--- src/rtl/cdiv_pkg.sv ---
package cdiv_pkg;
  localparam int RATIO_W = 5;
  typedef logic [1:0] div_sel_t;

  function automatic logic [RATIO_W-1:0] path_ratio(input logic is_fb, input div_sel_t s);
    logic [RATIO_W-1:0] r;
    if (is_fb) begin
      case (s)
        2'd0: r = RATIO_W'(6);
        2'd1: r = RATIO_W'(12);
        2'd2: r = RATIO_W'(16);
        default: r = RATIO_W'(20);
      endcase
    end else begin
      case (s)
        2'd0: r = RATIO_W'(3);
        2'd1: r = RATIO_W'(4);
        2'd2: r = RATIO_W'(6);
        default: r = RATIO_W'(12);
      endcase
    end
    return r;
  endfunction
endpackage

--- src/rtl/cdiv_divider.sv ---
module cdiv_divider
  import cdiv_pkg::*;
#(
  parameter bit IS_FB = 1'b0
) (
  input  logic     clk,
  input  logic     rst_n,
  input  logic     run_i,
  input  div_sel_t sel_i,
  output logic     div_o
);
  div_sel_t           act_q, act_d;
  logic [RATIO_W-1:0] cnt_q, cnt_d;
  logic [RATIO_W-1:0] ratio, half;
  logic               wrap, pos_lvl, neg_q, neg_d;

  // next state: ratio register reloads only while stopped or at the wrap
  always_comb begin
    ratio   = path_ratio(IS_FB, act_q);
    half    = ratio >> 1;
    wrap    = (cnt_q == ratio - RATIO_W'(1));
    pos_lvl = (cnt_q < half);
    act_d   = act_q;
    cnt_d   = cnt_q;
    if (!run_i || wrap) begin
      cnt_d = '0;
      act_d = sel_i;
    end else begin
      cnt_d = cnt_q + RATIO_W'(1);
    end
    // falling-edge stretch only for odd ratios
    neg_d = run_i & pos_lvl & ratio[0];
  end

  always_ff @(posedge clk or negedge rst_n) begin
    if (!rst_n) begin
      act_q <= '0;
      cnt_q <= '0;
    end else begin
      act_q <= act_d;
      cnt_q <= cnt_d;
    end
  end

  always_ff @(negedge clk or negedge rst_n) begin
    if (!rst_n) neg_q <= 1'b0;
    else        neg_q <= neg_d;
  end

  assign div_o = run_i & (pos_lvl | neg_q);
endmodule

--- src/rtl/cdiv_bank.sv ---
module cdiv_bank #(
  parameter int FANOUT = 4
) (
  input  logic              div_i,
  input  logic              byp_i,
  input  logic              pll_mode,
  input  logic              run_i,
  input  logic              oe_i,
  output logic [FANOUT-1:0] q_o,
  output logic              drv_o
);
  logic lvl;

  always_comb begin
    lvl = oe_i & run_i & (pll_mode ? div_i : byp_i);
  end

  for (genvar i = 0; i < FANOUT; i++) begin : g_fan
    assign q_o[i] = lvl;
  end

  assign drv_o = oe_i;
endmodule

--- src/rtl/cdiv_fanout.sv ---
module cdiv_fanout
  import cdiv_pkg::*;
#(
  parameter int BANKS  = 4,
  parameter int FANOUT = 4
) (
  input  logic                      clk,
  input  logic                      rst_n,
  input  logic                      mr,
  input  logic                      pll_mode,
  input  logic                      ref_src_sel,
  input  logic                      xtal_in,
  input  logic                      ref_in,
  input  logic [2*BANKS-1:0]        bank_sel,
  input  logic [1:0]                fb_sel,
  input  logic [BANKS-1:0]          bank_oe,
  output logic [BANKS*FANOUT-1:0]   bank_clk,
  output logic [BANKS-1:0]          bank_drv,
  output logic                      fb_clk
);
  localparam int NOUT = BANKS * FANOUT;

  logic             run_q, run_d;
  logic             byp_lvl;
  logic [BANKS-1:0] bank_div;
  logic             fb_div;

  always_comb begin
    run_d   = ~mr;
    byp_lvl = ref_src_sel ? xtal_in : ref_in;
  end

  always_ff @(posedge clk or negedge rst_n) begin
    if (!rst_n) run_q <= 1'b0;
    else        run_q <= run_d;
  end

  for (genvar b = 0; b < BANKS; b++) begin : g_bank
    cdiv_divider #(.IS_FB(1'b0)) u_div (
      .clk   (clk),
      .rst_n (rst_n),
      .run_i (run_q),
      .sel_i (bank_sel[2*b +: 2]),
      .div_o (bank_div[b])
    );
    cdiv_bank #(.FANOUT(FANOUT)) u_bank (
      .div_i    (bank_div[b]),
      .byp_i    (byp_lvl),
      .pll_mode (pll_mode),
      .run_i    (run_q),
      .oe_i     (bank_oe[b]),
      .q_o      (bank_clk[b*FANOUT +: FANOUT]),
      .drv_o    (bank_drv[b])
    );
  end

  cdiv_divider #(.IS_FB(1'b1)) u_fbdiv (
    .clk   (clk),
    .rst_n (rst_n),
    .run_i (run_q),
    .sel_i (fb_sel),
    .div_o (fb_div)
  );

  assign fb_clk = run_q & (pll_mode ? fb_div : byp_lvl);

  logic unused_nout;
  assign unused_nout = (NOUT == 0);
endmodule

--- config.mk ---
export PLATFORM = sky130hd
export DESIGN_NAME = cdiv_fanout
export DESIGN_NICKNAME = d
export VERILOG_FILES = /design/src/rtl/cdiv_pkg.sv /design/src/rtl/cdiv_divider.sv /design/src/rtl/cdiv_bank.sv /design/src/rtl/cdiv_fanout.sv
export SDC_FILE = /design/constraint.sdc
export NUM_CORES = 1
export LEC_CHECK = 0
export ABC_AREA = 0
export BUFFER_PORTS_ARGS = -buffer_cell sky130_fd_sc_hd__buf_2
export CAP_MARGIN = 0
export CELL_PAD_IN_SITES_DETAIL_PLACEMENT = 1
export CELL_PAD_IN_SITES_GLOBAL_PLACEMENT = 2
export CORE_MARGIN = 1
export CORE_UTILIZATION = 38
export DETAILED_ROUTE_END_ITERATION = 10
export PLACE_DENSITY = 0.82
export SLEW_MARGIN = 20
export SYNTH_ARGS = -nofsm -noshare
export SYNTH_HDL_FRONTEND = slang
export SYNTH_HIERARCHICAL = 1
export SYNTH_SLANG_ARGS = --single-unit
--- constraint.sdc ---
create_clock -name clk -period 3.51 [get_ports clk]
set_input_delay 0.1755 -clock clk [delete_from_list [all_inputs] [get_ports clk]]
set_output_delay 0.1755 -clock clk [all_outputs]
set_load 0.01 [all_outputs]
Word-level counts from Yosys, hierarchy flattened

Index checks and enable logic that the tools add are counted.

Eq/ne operators: 15
Muxes and demuxes: 16
Reduce and logical (&&, ||, !) cells: 11
$lt $le $gt $ge: 5
Add/sub/neg operators: 10
Bitwise gates (word level): 30

Operator list:

| kind                                                                  | number |
|---|---|
| 4-bit one-hot mux with 3 select lines                                 | 4 |
| 5-bit by 1-bit adder with 5-bit output, second input constant         | 5 |
| 5-bit equality test                                                   | 5 |
| 5-bit 2-to-1 mux                                                      | 5 |
| 1-bit AND                                                             | 24 |
| 5-bit by 3-bit < comparator with 1-bit output                         | 4 |
| 4-bit by 1-bit subtractor with 5-bit output, second input constant    | 4 |
| 5-bit one-hot mux with 3 select lines                                 | 1 |
| 2-bit by 1-bit equality test with 1-bit output, second input constant | 5 |
| 2-bit equality test, second input constant                            | 5 |
| 2-bit zero test                                                       | 5 |
| 1-bit 2-to-1 mux                                                      | 6 |
| 1-bit logical OR                                                      | 5 |
| 5-bit by 4-bit < comparator with 1-bit output                         | 1 |
| 1-bit OR                                                              | 5 |
| 5-bit by 1-bit subtractor with 5-bit output, second input constant    | 1 |
| 1-bit zero test                                                       | 1 |
| 1-bit NOT                                                             | 1 |

Flip-flop bits (word level): 41
Word-level logic and storage cells: 103
Output and inout bits: 21

Logic depth before layout (Yosys ltp)

Gate-level depths: netlist of run 1.

Depth in word-level cells: 7
Mapped depth: 10

Cells and area by module

The synthesis of run 1 kept the hierarchy.

Modules (own cells, without submodules):

| module                              | instances | area each (sq um) | cells each |
|---|---|---|---|
| cdiv_divider at g_bank[0].u_div ... | 4         | 449.2             | 42 |
| cdiv_divider at u_fbdiv             | 1         | 462.9             | 44 |
| cdiv_bank                           | 4         | 55.1              | 8 |
| cdiv_fanout                         | 1         | 60.1              | 5 |

==> flow_metrics.env, run 1 <==
export IMPL_ys_async_sr_fraction_pct=100.0
export IMPL_core_rowCount=29
export IMPL_final_cells=365
export IMPL_grt_max_degree=22
export IMPL_hold_viol_final=0
export IMPL_grt_pass1_vias=1855
export IMPL_synthCells=249
export IMPL_met2_length_um=2327
export IMPL_nets=328
export IMPL_cts_root_buffer="clkbuf_8"
export IMPL_io_buffers=41
export IMPL_status="completed"
export IMPL_grt_pass1_wl_um=8790
export IMPL_power_density_nw_per_um2=466.4
export IMPL_syn_area_um2=2540
export IMPL_postRouteAntennaNets=0
export IMPL_wl_met3_um=192
export IMPL_insertion_delay_ps=290
export IMPL_synth_top_area_share_pct=35.47
export IMPL_gp_congestion=0.7780
export IMPL_placed_cell_area_um2=2744
export IMPL_wl_per_cell_um=13.50
export IMPL_die_area_um2=7015
export IMPL_seq_area_frac_synth_pct=39.41
export IMPL_reg2reg_depth=6
export IMPL_fin_area_um2=2856
export IMPL_diodes=0
export IMPL_firstDrtPassIters=4
export IMPL_yosysWarnings=6
export IMPL_drt_iter0_markers=44
export IMPL_crit_path_end_kind="flop"
export IMPL_hp_class="primary input to flop"
export IMPL_yosys_area_top_type="dfrtp_1"
export IMPL_worstPathRequired_ps=2080
export IMPL_gr_total_overflow=0
export IMPL_start_util_pct=39.77
export IMPL_cts_tree="yes"
export IMPL_drt_met1_wl_um=2337
export IMPL_place_inst=356
export IMPL_worstReg2RegStart="g_bank[1].u_div/act_q[0]$_DFFE_PN0N_"
export IMPL_ys_ff_latch=40
export IMPL_synth_enable_flop_cells=0
export IMPL_tritoncts_num_buffers=5
export IMPL_synthTopCellsByArea="dfrtp_1 35%, ha_1 9.9%, buf_4 5.9%"
export IMPL_viasPerCell=5.082
export IMPL_drv_slew=0
export IMPL_drive_gt1_share_pct=27.43
export IMPL_p_leak_nw=1.435
export IMPL_vdd_drop_max_uv=230.5
export IMPL_dp_hpwl_um=3854
export IMPL_synthToLayoutAreaGrowth_pct=12.46
export IMPL_p_total_w=0.001332
export IMPL_setup_viol=0
export IMPL_arrival_ps=1920
export IMPL_relSlewSlack_pct=61.04
export IMPL_cap_violations=0
export IMPL_grt_setup_unrepaired="false"
export IMPL_avgSynthCellArea_um2=10.20
export IMPL_gr_usage_all_layers_pct=15.64
export IMPL_cts_setup_buffers=0
export IMPL_finalSetupTns_ps=0
export IMPL_path_max_fanout=2
export IMPL_route_detailed_drc=0
export IMPL_synth_cell_types=32
export IMPL_cts_sinks=40
export IMPL_r2r_end="g_bank[1].u_div/neg_q$_DFF_NN0_"
export IMPL_ff2ff_setup_slack_ps=160
export IMPL_hold_depth=2
export IMPL_dieHeight_um=83.76
export IMPL_core_area_um2=6386
export IMPL_antenna_found_initial=0
export IMPL_die_x_um=83.76
export IMPL_clk_pin_slew_worst_paths_ps=70
export IMPL_htree_num_levels=2
export IMPL_vias=1855
export IMPL_io_pins=42
export IMPL_worst_setup_path_start_kind="flop"
export IMPL_tightest_slew_ps=584.3
export IMPL_post_route_util_pct=44.73
export IMPL_synth_nets=290
export IMPL_min_from="mr"
export IMPL_crit_type="flop to flop"
export IMPL_hold_end="run_q$_DFF_PN0_"
export IMPL_fin_skew_ps=6.862
export IMPL_top_layer="met4"
export IMPL_cts_buffer_depth=2
export IMPL_ys_flop_type="dfrtp_1"
export IMPL_drt_total_wl_um=4928
metal layers:
metal	vias to the layer above	GRT usage, %
met5	-	0
li1	918	-
met1	901	20.68
met4	0	5.547
met2	30	25.42
met3	6	3.165
repair_timing:
item | in CTS | in global routing
gates resized for setup | 0 | 5
hold buffers | 1 | 0
hold endpoints to repair | 15 | 0
setup endpoints to repair | 0 | 4
cell type report:
type / count / area (um^2)
Clock buffer: 6 / 82.58
Clock inverter: 2 / 10.01
Fill cell: 748 / 3530
Inverter: 13 / 48.80
Multi-Input combinational cell: 172 / 1305
Sequential cell: 40 / 1001
Tap cell: 77 / 96.34
Timing Repair Buffer: 55 / 312.8
cell usage in the layout, fill, tap and decap left out, types with 2 or more instances in the layout:
cell type / instances
mux2_1: 8
xnor2_1: 9
a31oi_1: 4
a2111oi_1: 3
mux2i_1: 4
xor2_1: 11
buf_4: 13
dfrtp_1: 36
nand2b_1: 6
o21ai_4: 4
ha_1: 20
dfrtn_1: 4
nor2_1: 37
a21oi_1: 5
inv_1: 13
nand2_1: 9
nor4b_1: 4
o21ai_0: 4
o21a_1: 4
a21bo_2: 4
and3_1: 4
mux2_2: 2
a21o_1: 2
nand3_1: 14
clkinv_2: 2
or4_1: 4
buf_2: 41
o311a_2: 4
clkbuf_8: 6
worst max path at each step:
stage                                                    start                              end  slack [ps]  cells past startpoint
after floorplan           g_bank[0].u_div/act_q[0]$_DFFE_PN0N_  g_bank[0].u_div/neg_q$_DFF_NN0_         180                      7
after global placement    g_bank[0].u_div/act_q[0]$_DFFE_PN0N_  g_bank[0].u_div/neg_q$_DFF_NN0_          90                      6
after detailed placement  g_bank[0].u_div/act_q[0]$_DFFE_PN0N_  g_bank[0].u_div/neg_q$_DFF_NN0_          80                      6
after CTS                 g_bank[0].u_div/act_q[0]$_DFFE_PN0N_  g_bank[0].u_div/neg_q$_DFF_NN0_          30                      6
after global routing      g_bank[0].u_div/act_q[1]$_DFFE_PN0N_  g_bank[0].u_div/neg_q$_DFF_NN0_           9                      6
final                     g_bank[1].u_div/act_q[0]$_DFFE_PN0N_  g_bank[1].u_div/neg_q$_DFF_NN0_         160                      6
critical path, cell delays in order (launching register included):
cell and delay (ps):
dfrtp_1 380, nor2_1 160, ha_1 250, o21ai_0 70, nand2b_1 70, a2111oi_1 490
and3_1 220
sequential cells by signal (all words and copies together) (netlist names):
signal / cells
u_fbdiv/cnt_q: 5
u_fbdiv/act_q: 2
run_q: 1
g_bank.u_div/neg_q: 4
g_bank.u_div/cnt_q: 20
g_bank.u_div/act_q: 8
power breakdown:
group	internal (W)	switching [W]
clock network	0.000157	0.000150
logic	0.000227	0.000219
registers	0.000516	0.0000644
per-stage QoR:
stage / worst slack [ps] / hold slack [ps]
floorplan: 184.0 / -120.1
global route: 9.341 / 19.44
CTS: 29.55 / 5.558
detailed placement: 83.20 / 151.7
finish: 157.8 / 21.89
global placement: 91.72 / 154.0
cells by family (layout without fill, tap and decap cells):
| group | after synthesis | in the layout | share of synthesized area (%) |
|---|---|---|---|
| xor+xnor | 20 | 20 | 6.897 |
| compound gates | 37 | 37 | 12.56 |
| flops | 40 | 40 | 39.41 |
| simple gates | 80 | 80 | 15.07 |
| mux | 15 | 15 | 6.601 |
| buf+inv | 37 | 76 | 9.606 |
| fa+ha+maj | 20 | 20 | 9.852 |
cell usage after synthesis, drive strengths merged, types with 6 or more instances:
cell	count
buf	24
nor2	37
ha	20
xor2	11
nand2	9
mux2	11
o21ai	9
nand3	14
xnor2	9
dfrtp	36
inv	13
nand2b	6
Note: power is estimated with default switching activity, not from simulation.
==> inputs of run 2 (changes only) <==
--- a/config.mk
+++ b/config.mk
@@ -11,9 +11,10 @@
 export CELL_PAD_IN_SITES_DETAIL_PLACEMENT = 1
 export CELL_PAD_IN_SITES_GLOBAL_PLACEMENT = 2
 export CORE_MARGIN = 1
-export CORE_UTILIZATION = 38
+export CORE_UTILIZATION = 40
+export CTS_BUF_LIST = sky130_fd_sc_hd__clkbuf_8
 export DETAILED_ROUTE_END_ITERATION = 10
-export PLACE_DENSITY = 0.82
+export PLACE_DENSITY = 0.86
 export SLEW_MARGIN = 20
 export SYNTH_ARGS = -nofsm -noshare
 export SYNTH_HDL_FRONTEND = slang
==> run 2 against run 1 <==
Sequential share of layout area is 0.66 points lower. Global-route usage is 2.1 points higher. Clock skew is 2.3 ps higher. Sequential power barely moved. Critical endpoint is now g_bank[3].u_div/neg_q$_DFF_NN0_. Worst setup slack lost 31 ps. Die area decreased by 4.9%. Utilization increased by 3.6 points. Clock power increased by 33%. Critical path depth unchanged. Hold slack worse by 4.8 ps. Combinational power is 4.5% higher.
==> flow_metrics.env, run 2 (synthesis gave the netlist of run 1 again) <==
export IMPL_postRouteAntennaNets=0
export IMPL_finalSetupTns_ps=0
export IMPL_drt_iter0_markers=39
export IMPL_worst_setup_path_start_kind="flop"
export IMPL_core_area_um2=6026
export IMPL_synthToLayoutAreaGrowth_pct=14.63
export IMPL_top_regs="g_bank.u_div/cnt_q (20), g_bank.u_div/act_q (8), u_fbdiv/cnt_q (5)"
export IMPL_path_max_fanout=2
export IMPL_cts_tree="yes"
export IMPL_io_pins=42
export IMPL_vdd_drop_max_uv=246.3
export IMPL_r2r_end="g_bank[3].u_div/neg_q$_DFF_NN0_"
export IMPL_max_stage_delay_ps=530
export IMPL_setup_slack_ps=127.0
export IMPL_viasPerCell=5.170
export IMPL_ff2ff_setup_slack_ps=130
export IMPL_grt_max_degree=27
export IMPL_placed_cell_area_um2=2749
export IMPL_gr_total_overflow=0
export IMPL_tritoncts_num_buffers=5
export IMPL_gr_usage_all_layers_pct=17.76
export IMPL_cts_sinks=40
export IMPL_drive_gt1_share_pct=28.03
export IMPL_fin_area_um2=2912
export IMPL_worstPathRequired_ps=2080
export IMPL_start_util_pct=42.15
export IMPL_final_common_cell="buf_2"
export IMPL_io_buffers=41
export IMPL_regMostFlops="g_bank.u_div/cnt_q"
export IMPL_nets=329
export IMPL_pre_cts_slack_ps=-15.81
export IMPL_drt_total_wl_um=5188
export IMPL_die_area_um2=6672
export IMPL_post_route_util_pct=48.32
export IMPL_hold_viol_final=0
export IMPL_crit_end="g_bank[3].u_div/neg_q$_DFF_NN0_"
export IMPL_p_leak_nw=1.458
export IMPL_cts_buffer_depth=2
export IMPL_hp_class="primary input to flop"
export IMPL_diodes=0
export IMPL_path_delay_family="compound AO/OA/AOI/OAI gates"
export IMPL_power_density_nw_per_um2=499.4
export IMPL_insertion_delay_ps=290
export IMPL_cp_cell_sequence="nor2_1 -> ha_1 -> o21ai_0 -> nand2b_1 -> a2111oi_0 -> and3_1"
export IMPL_die_x_um=81.69
export IMPL_vias=1882
export IMPL_clk_pin_slew_worst_paths_ps=80
export IMPL_gp_congestion=0.7633
export IMPL_setup_viol=0
export IMPL_dieHeight_um=81.69
export IMPL_status="completed"
export IMPL_min_from="mr"
export IMPL_final_cells=364
export IMPL_crit_buf_inv=0
export IMPL_core_rowCount=28
export IMPL_arrival_ps=1960
export IMPL_crit_path_end_kind="flop"
export IMPL_htree_num_levels=2
export IMPL_fin_skew_ps=9.195
export IMPL_worstReg2RegStart="g_bank[3].u_div/act_q[0]$_DFFE_PN0N_"
export IMPL_largest_reg_flops=20
export IMPL_drv_slew=0
export IMPL_antenna_found_initial=0
export IMPL_tightest_slew_ps=580.0
export IMPL_cp_slowest_cell="a2111oi_0"
export IMPL_reg2reg_depth=6
export IMPL_place_inst=355
export IMPL_relSlewSlack_pct=61.33
export IMPL_grt_pass1_vias=1949
export IMPL_dp_hpwl_um=3907
export IMPL_cts_setup_buffers=0
export IMPL_firstDrtPassIters=4
export IMPL_cts_root_buffer="clkbuf_8"
export IMPL_route_detailed_drc=0
export IMPL_final_cell_mix="41 x buf_2, 37 x nor2_1, 36 x dfrtp_1"
export IMPL_crit_type="flop to flop"
export IMPL_cp_startpoint="g_bank[3].u_div/act_q[0]$_DFFE_PN0N_"
export IMPL_cp_depth=6
export IMPL_grt_pass1_wl_um=9011
export IMPL_wl_per_cell_um=14.25
export IMPL_cap_violations=0
-- run 2: cell types whose count changed in the layout (fill, tap and decap cells not counted), sizes merged --
cell,previous run,this run
clkinv,2,0
bufinv,0,1
buf,54,55
clkbuf,6,7
-- run 2: worst min path at each step --
| stage | endpoint | slack (ps) | depth (start not counted) |
|---|---|---|---|
| after floorplan | g_bank[0].u_div/act_q[0]$_DFFE_PN0N_ | -120 | 0 |
| after global placement | g_bank[1].u_div/cnt_q[4]$_DFF_PN0_ | 110 | 1 |
| after detailed placement | g_bank[1].u_div/cnt_q[2]$_DFF_PN0_ | 120 | 1 |
| after CTS | run_q$_DFF_PN0_ | 3 | 2 |
| after global routing | run_q$_DFF_PN0_ | 20 | 2 |
| final | run_q$_DFF_PN0_ | 20 | 2 |
-- run 2: layout make-up --
class	count	area (um^2)
Fill cell	729	3114
Inverter	13	48.80
Multi-Input combinational cell	172	1321
Clock inverter	1	30.03
Sequential cell	40	1001
Clock buffer	7	96.34
Tap cell	75	93.84
Timing Repair Buffer	56	320.3
-- run 2: repair_timing --
| item | in CTS | in global routing |
|---|---|---|
| hold endpoints to repair | 10 | 0 |
| gates resized for setup | 0 | 6 |
| endpoints found under the setup margin | 0 | 3 |
| hold buffers | 1 | 0 |
-- run 2: layer usage --
| metal | vias up | track usage (%) | wire length [um] |
|---|---|---|---|
| met1 | 922 | 22.82 | 2487 |
| met4 | 0 | 5.263 | 66 |
| met3 | 6 | 3.111 | 201 |
| li1 | 919 | - | - |
| met5 | - | 0 | 0 |
| met2 | 35 | 30.42 | 2432 |
-- run 2: power by group --
part	leakage (nW)	switching, W	internal (W)
combinational	0.873	0.000226	0.000240
sequential	0.520	0.0000659	0.000516
clock	0.0645	0.000156	0.000251
-- run 2: per-stage QoR --
| stage | hold WS (ps) | power (W) |
|---|---|---|
| after global routing | 24.71 | 0.001565 |
| final | 17.10 | 0.001454 |
| after CTS | 3.132 | 0.001458 |
| after floorplan | -120.1 | 0.0009031 |
| after global placement | 114.2 | 0.001019 |
| after detailed placement | 122.0 | 0.001035 |
==> inputs of run 3 (changes only) <==
--- a/config.mk
+++ b/config.mk
@@ -5,8 +5,7 @@
 export SDC_FILE = /design/constraint.sdc
 export NUM_CORES = 1
 export LEC_CHECK = 0
-export ABC_AREA = 0
-export BUFFER_PORTS_ARGS = -buffer_cell sky130_fd_sc_hd__buf_2
+export ABC_AREA = 1
 export CAP_MARGIN = 0
 export CELL_PAD_IN_SITES_DETAIL_PLACEMENT = 1
 export CELL_PAD_IN_SITES_GLOBAL_PLACEMENT = 2
@@ -14,7 +13,8 @@
 export CORE_UTILIZATION = 40
 export CTS_BUF_LIST = sky130_fd_sc_hd__clkbuf_8
 export DETAILED_ROUTE_END_ITERATION = 10
-export PLACE_DENSITY = 0.86
+export DONT_BUFFER_PORTS = 1
+export PLACE_DENSITY = 0.85
 export SLEW_MARGIN = 20
 export SYNTH_ARGS = -nofsm -noshare
 export SYNTH_HDL_FRONTEND = slang
==> run 3 against run 2 <==
First-iteration DRC count grew 54%. Count of clock-buffer cells in the layout down 2. Synthesized area up 9.3%. Cell count up 26%. Synthesized cell count up 53%. Critical path type is now flop to output pin.
==> flow_metrics.env, run 3 <==
export IMPL_status="completed"
export IMPL_hold_viol_final=0
export IMPL_antenna_found_initial=0
export IMPL_core_rowCount=29
export IMPL_core_area_um2=6531
export IMPL_gp_congestion=0.7947
export IMPL_worst_setup_path_start_kind="flop"
export IMPL_die_area_um2=7278
export IMPL_cap_violations=0
export IMPL_dp_hpwl_um=4238
export IMPL_p_leak_nw=1.594
export IMPL_diodes=0
export IMPL_ys_flop_type="dfrtp_1"
export IMPL_vdd_drop_max_uv=236.9
export IMPL_largest_reg_flops=20
export IMPL_gr_total_overflow=0
export IMPL_grt_max_degree=37
export IMPL_synth_nets=423
export IMPL_seq_area_frac_synth_pct=36.05
export IMPL_yosysWarnings=6
export IMPL_crit_path_end_kind="output pin"
export IMPL_gr_usage_all_layers_pct=17.88
export IMPL_synth_cell_types=20
export IMPL_synthTopCellsByCount="113 x nand2_1, 63 x inv_1, 43 x nor2_1"
export IMPL_top_regs="g_bank.u_div/cnt_q (20), g_bank.u_div/act_q (8), u_fbdiv/cnt_q (5)"
export IMPL_path_max_fanout=4
export IMPL_synthTopCellsByArea="dfrtp_1 32%, nand2_1 15%, ha_1 9.0%"
export IMPL_power_density_nw_per_um2=481.0
export IMPL_finalSetupTns_ps=0
export IMPL_drv_slew=0
export IMPL_cts_setup_buffers=0
export IMPL_synthToLayoutAreaGrowth_pct=6.444
export IMPL_cts_buffer_depth=2
export IMPL_cts_sinks=40
export IMPL_worstPathRequired_ps=3330
export IMPL_synthCells=382
export IMPL_postRouteAntennaNets=0
export IMPL_clk_pin_slew_worst_paths_ps=80
export IMPL_insertion_delay_ps=290
export IMPL_setup_viol=0
export IMPL_regMostFlops="g_bank.u_div/cnt_q"
export IMPL_nets=422
export IMPL_cts_root_buffer="clkbuf_8"
export IMPL_grt_pass1_wl_um=10470
export IMPL_hp_class="primary input to flop"
export IMPL_drt_total_wl_um=5696
export IMPL_final_cell_mix="113 x nand2_1, 64 x inv_1, 43 x nor2_1"
export IMPL_crit_type="flop to output pin"
export IMPL_firstDrtPassIters=3
export IMPL_dieHeight_um=85.31
export IMPL_htree_num_levels=2
export IMPL_syn_area_um2=2776
export IMPL_route_detailed_drc=0
export IMPL_synth_top_area_share_pct=32.45
export IMPL_yosys_area_top_type="dfrtp_1"
export IMPL_ys_async_sr_fraction_pct=100.0
export IMPL_drive_gt1_share_pct=9.424
export IMPL_start_util_pct=42.51
export IMPL_cts_tree="yes"
export IMPL_die_x_um=85.31
export IMPL_tightest_slew_ps=470.5
export IMPL_synth_most_common_cell="nand2_1"
export IMPL_drt_iter0_markers=60
export IMPL_io_pins=42
export IMPL_p_total_w=0.001422
export IMPL_ys_ff_latch=40
export IMPL_viasPerCell=4.717
export IMPL_avgSynthCellArea_um2=7.268
export IMPL_final_common_cell="nand2_1"
export IMPL_fin_skew_ps=10.37
export IMPL_tritoncts_num_buffers=5
export IMPL_ff2ff_setup_slack_ps=340
export IMPL_io_buffers=0
export IMPL_arrival_ps=3120
export IMPL_synth_enable_flop_cells=0
export IMPL_relSlewSlack_pct=68.64
export IMPL_grt_setup_unrepaired="false"
export IMPL_grt_pass1_vias=2242
export IMPL_vias=2165
export IMPL_wl_per_cell_um=12.41
[run 3: cell count changes after synthesis, moves of 6 or more]
cell	change
nand2_1	+104
nand2_2	+6
nand3_1	+12
nand2b_1	-6
nor2_2	+12
inv_1	+50
mux2_1	-8
nor2_1	+6
[run 3: cells by family after synthesis]
kind of cell / Yosys count / synth area share (%)
and+or+nand+nor: 206 / 32.22
adders and majority gates: 20 / 9.013
xor gates and xnor gates: 15 / 4.732
buffers and inverters: 84 / 14.06
AOI/OAI and AO/OA: 17 / 3.921
DFF: 40 / 36.05
[run 3: through the flow]
step | hold WS [ps] | std cells | instance area [um^2] | utilization, % | setup WS (ps)
floorplan | -120.1 | 382 | 2776 | - | 500.8
global placement | -119.2 | 441 | 2738 | 41.92 | 427.0
detailed placement | -119.2 | 441 | 2738 | 41.92 | 381.6
CTS | 1.737 | 459 | 2955 | 45.25 | 181.4
global route | 20.54 | 459 | 2955 | 45.25 | 88.97
finish | 13.37 | 459 | 2955 | 45.25 | 213.8
[run 3: cell type report]
| cell class | instances | area, um^2 |
|---|---|---|
| Clock buffer | 5 | 68.82 |
| Clock inverter | 3 | 38.79 |
| Fill cell | 857 | 3576 |
| Inverter | 64 | 240.2 |
| Multi-Input combinational cell | 258 | 1385 |
| Sequential cell | 40 | 1001 |
| Tap cell | 77 | 96.34 |
| Timing Repair Buffer | 12 | 125.1 |
[run 3: metal layers]
layer	GRT usage, %	wire [um]	up-vias
met5	0	0	-
met4	4.545	94	0
met3	2.821	103	10
met2	29.11	2623	23
met1	24.95	2875	996
li1	-	-	1136
[run 3: path summary, 6_finish.rpt]
kind,from,to,cells after the start
setup / recovery,g_bank[0].u_div/neg_q$_DFF_NN0_,bank_clk[0],6
hold / removal,bank_sel[2],g_bank[1].u_div/act_q[0]$_DFFE_PN0N_,2
setup reg to reg,g_bank[3].u_div/act_q[1]$_DFFE_PN0N_,g_bank[3].u_div/neg_q$_DFF_NN0_,5
hold reg to reg,u_fbdiv/cnt_q[0]$_DFF_PN0_,u_fbdiv/cnt_q[0]$_DFF_PN0_,1
max in group asynchronous,rst_n,g_bank[3].u_div/neg_q$_DFF_NN0_,0
min in group asynchronous,rst_n,g_bank[3].u_div/cnt_q[1]$_DFF_PN0_,2
[run 3: critical path: stages, from the launching register on]
cell     delay (ps)
dfrtn_1         390
nand2_1          50
nand2_1          90
inv_1            60
nand2_1          50
nand2_1          60
nor2_2          370
[run 3: what timing repair did]
item,CTS,global route
hold buffers,10,0
hold endpoints to repair,44,0
resized for setup,0,0
[run 3: power breakdown]
part	internal (W)	total [W]	switching [W]
Clock	0.000208	0.000363	0.000155
Sequential	0.000522	0.000617	0.0000953
Combinational	0.000175	0.000441	0.000266
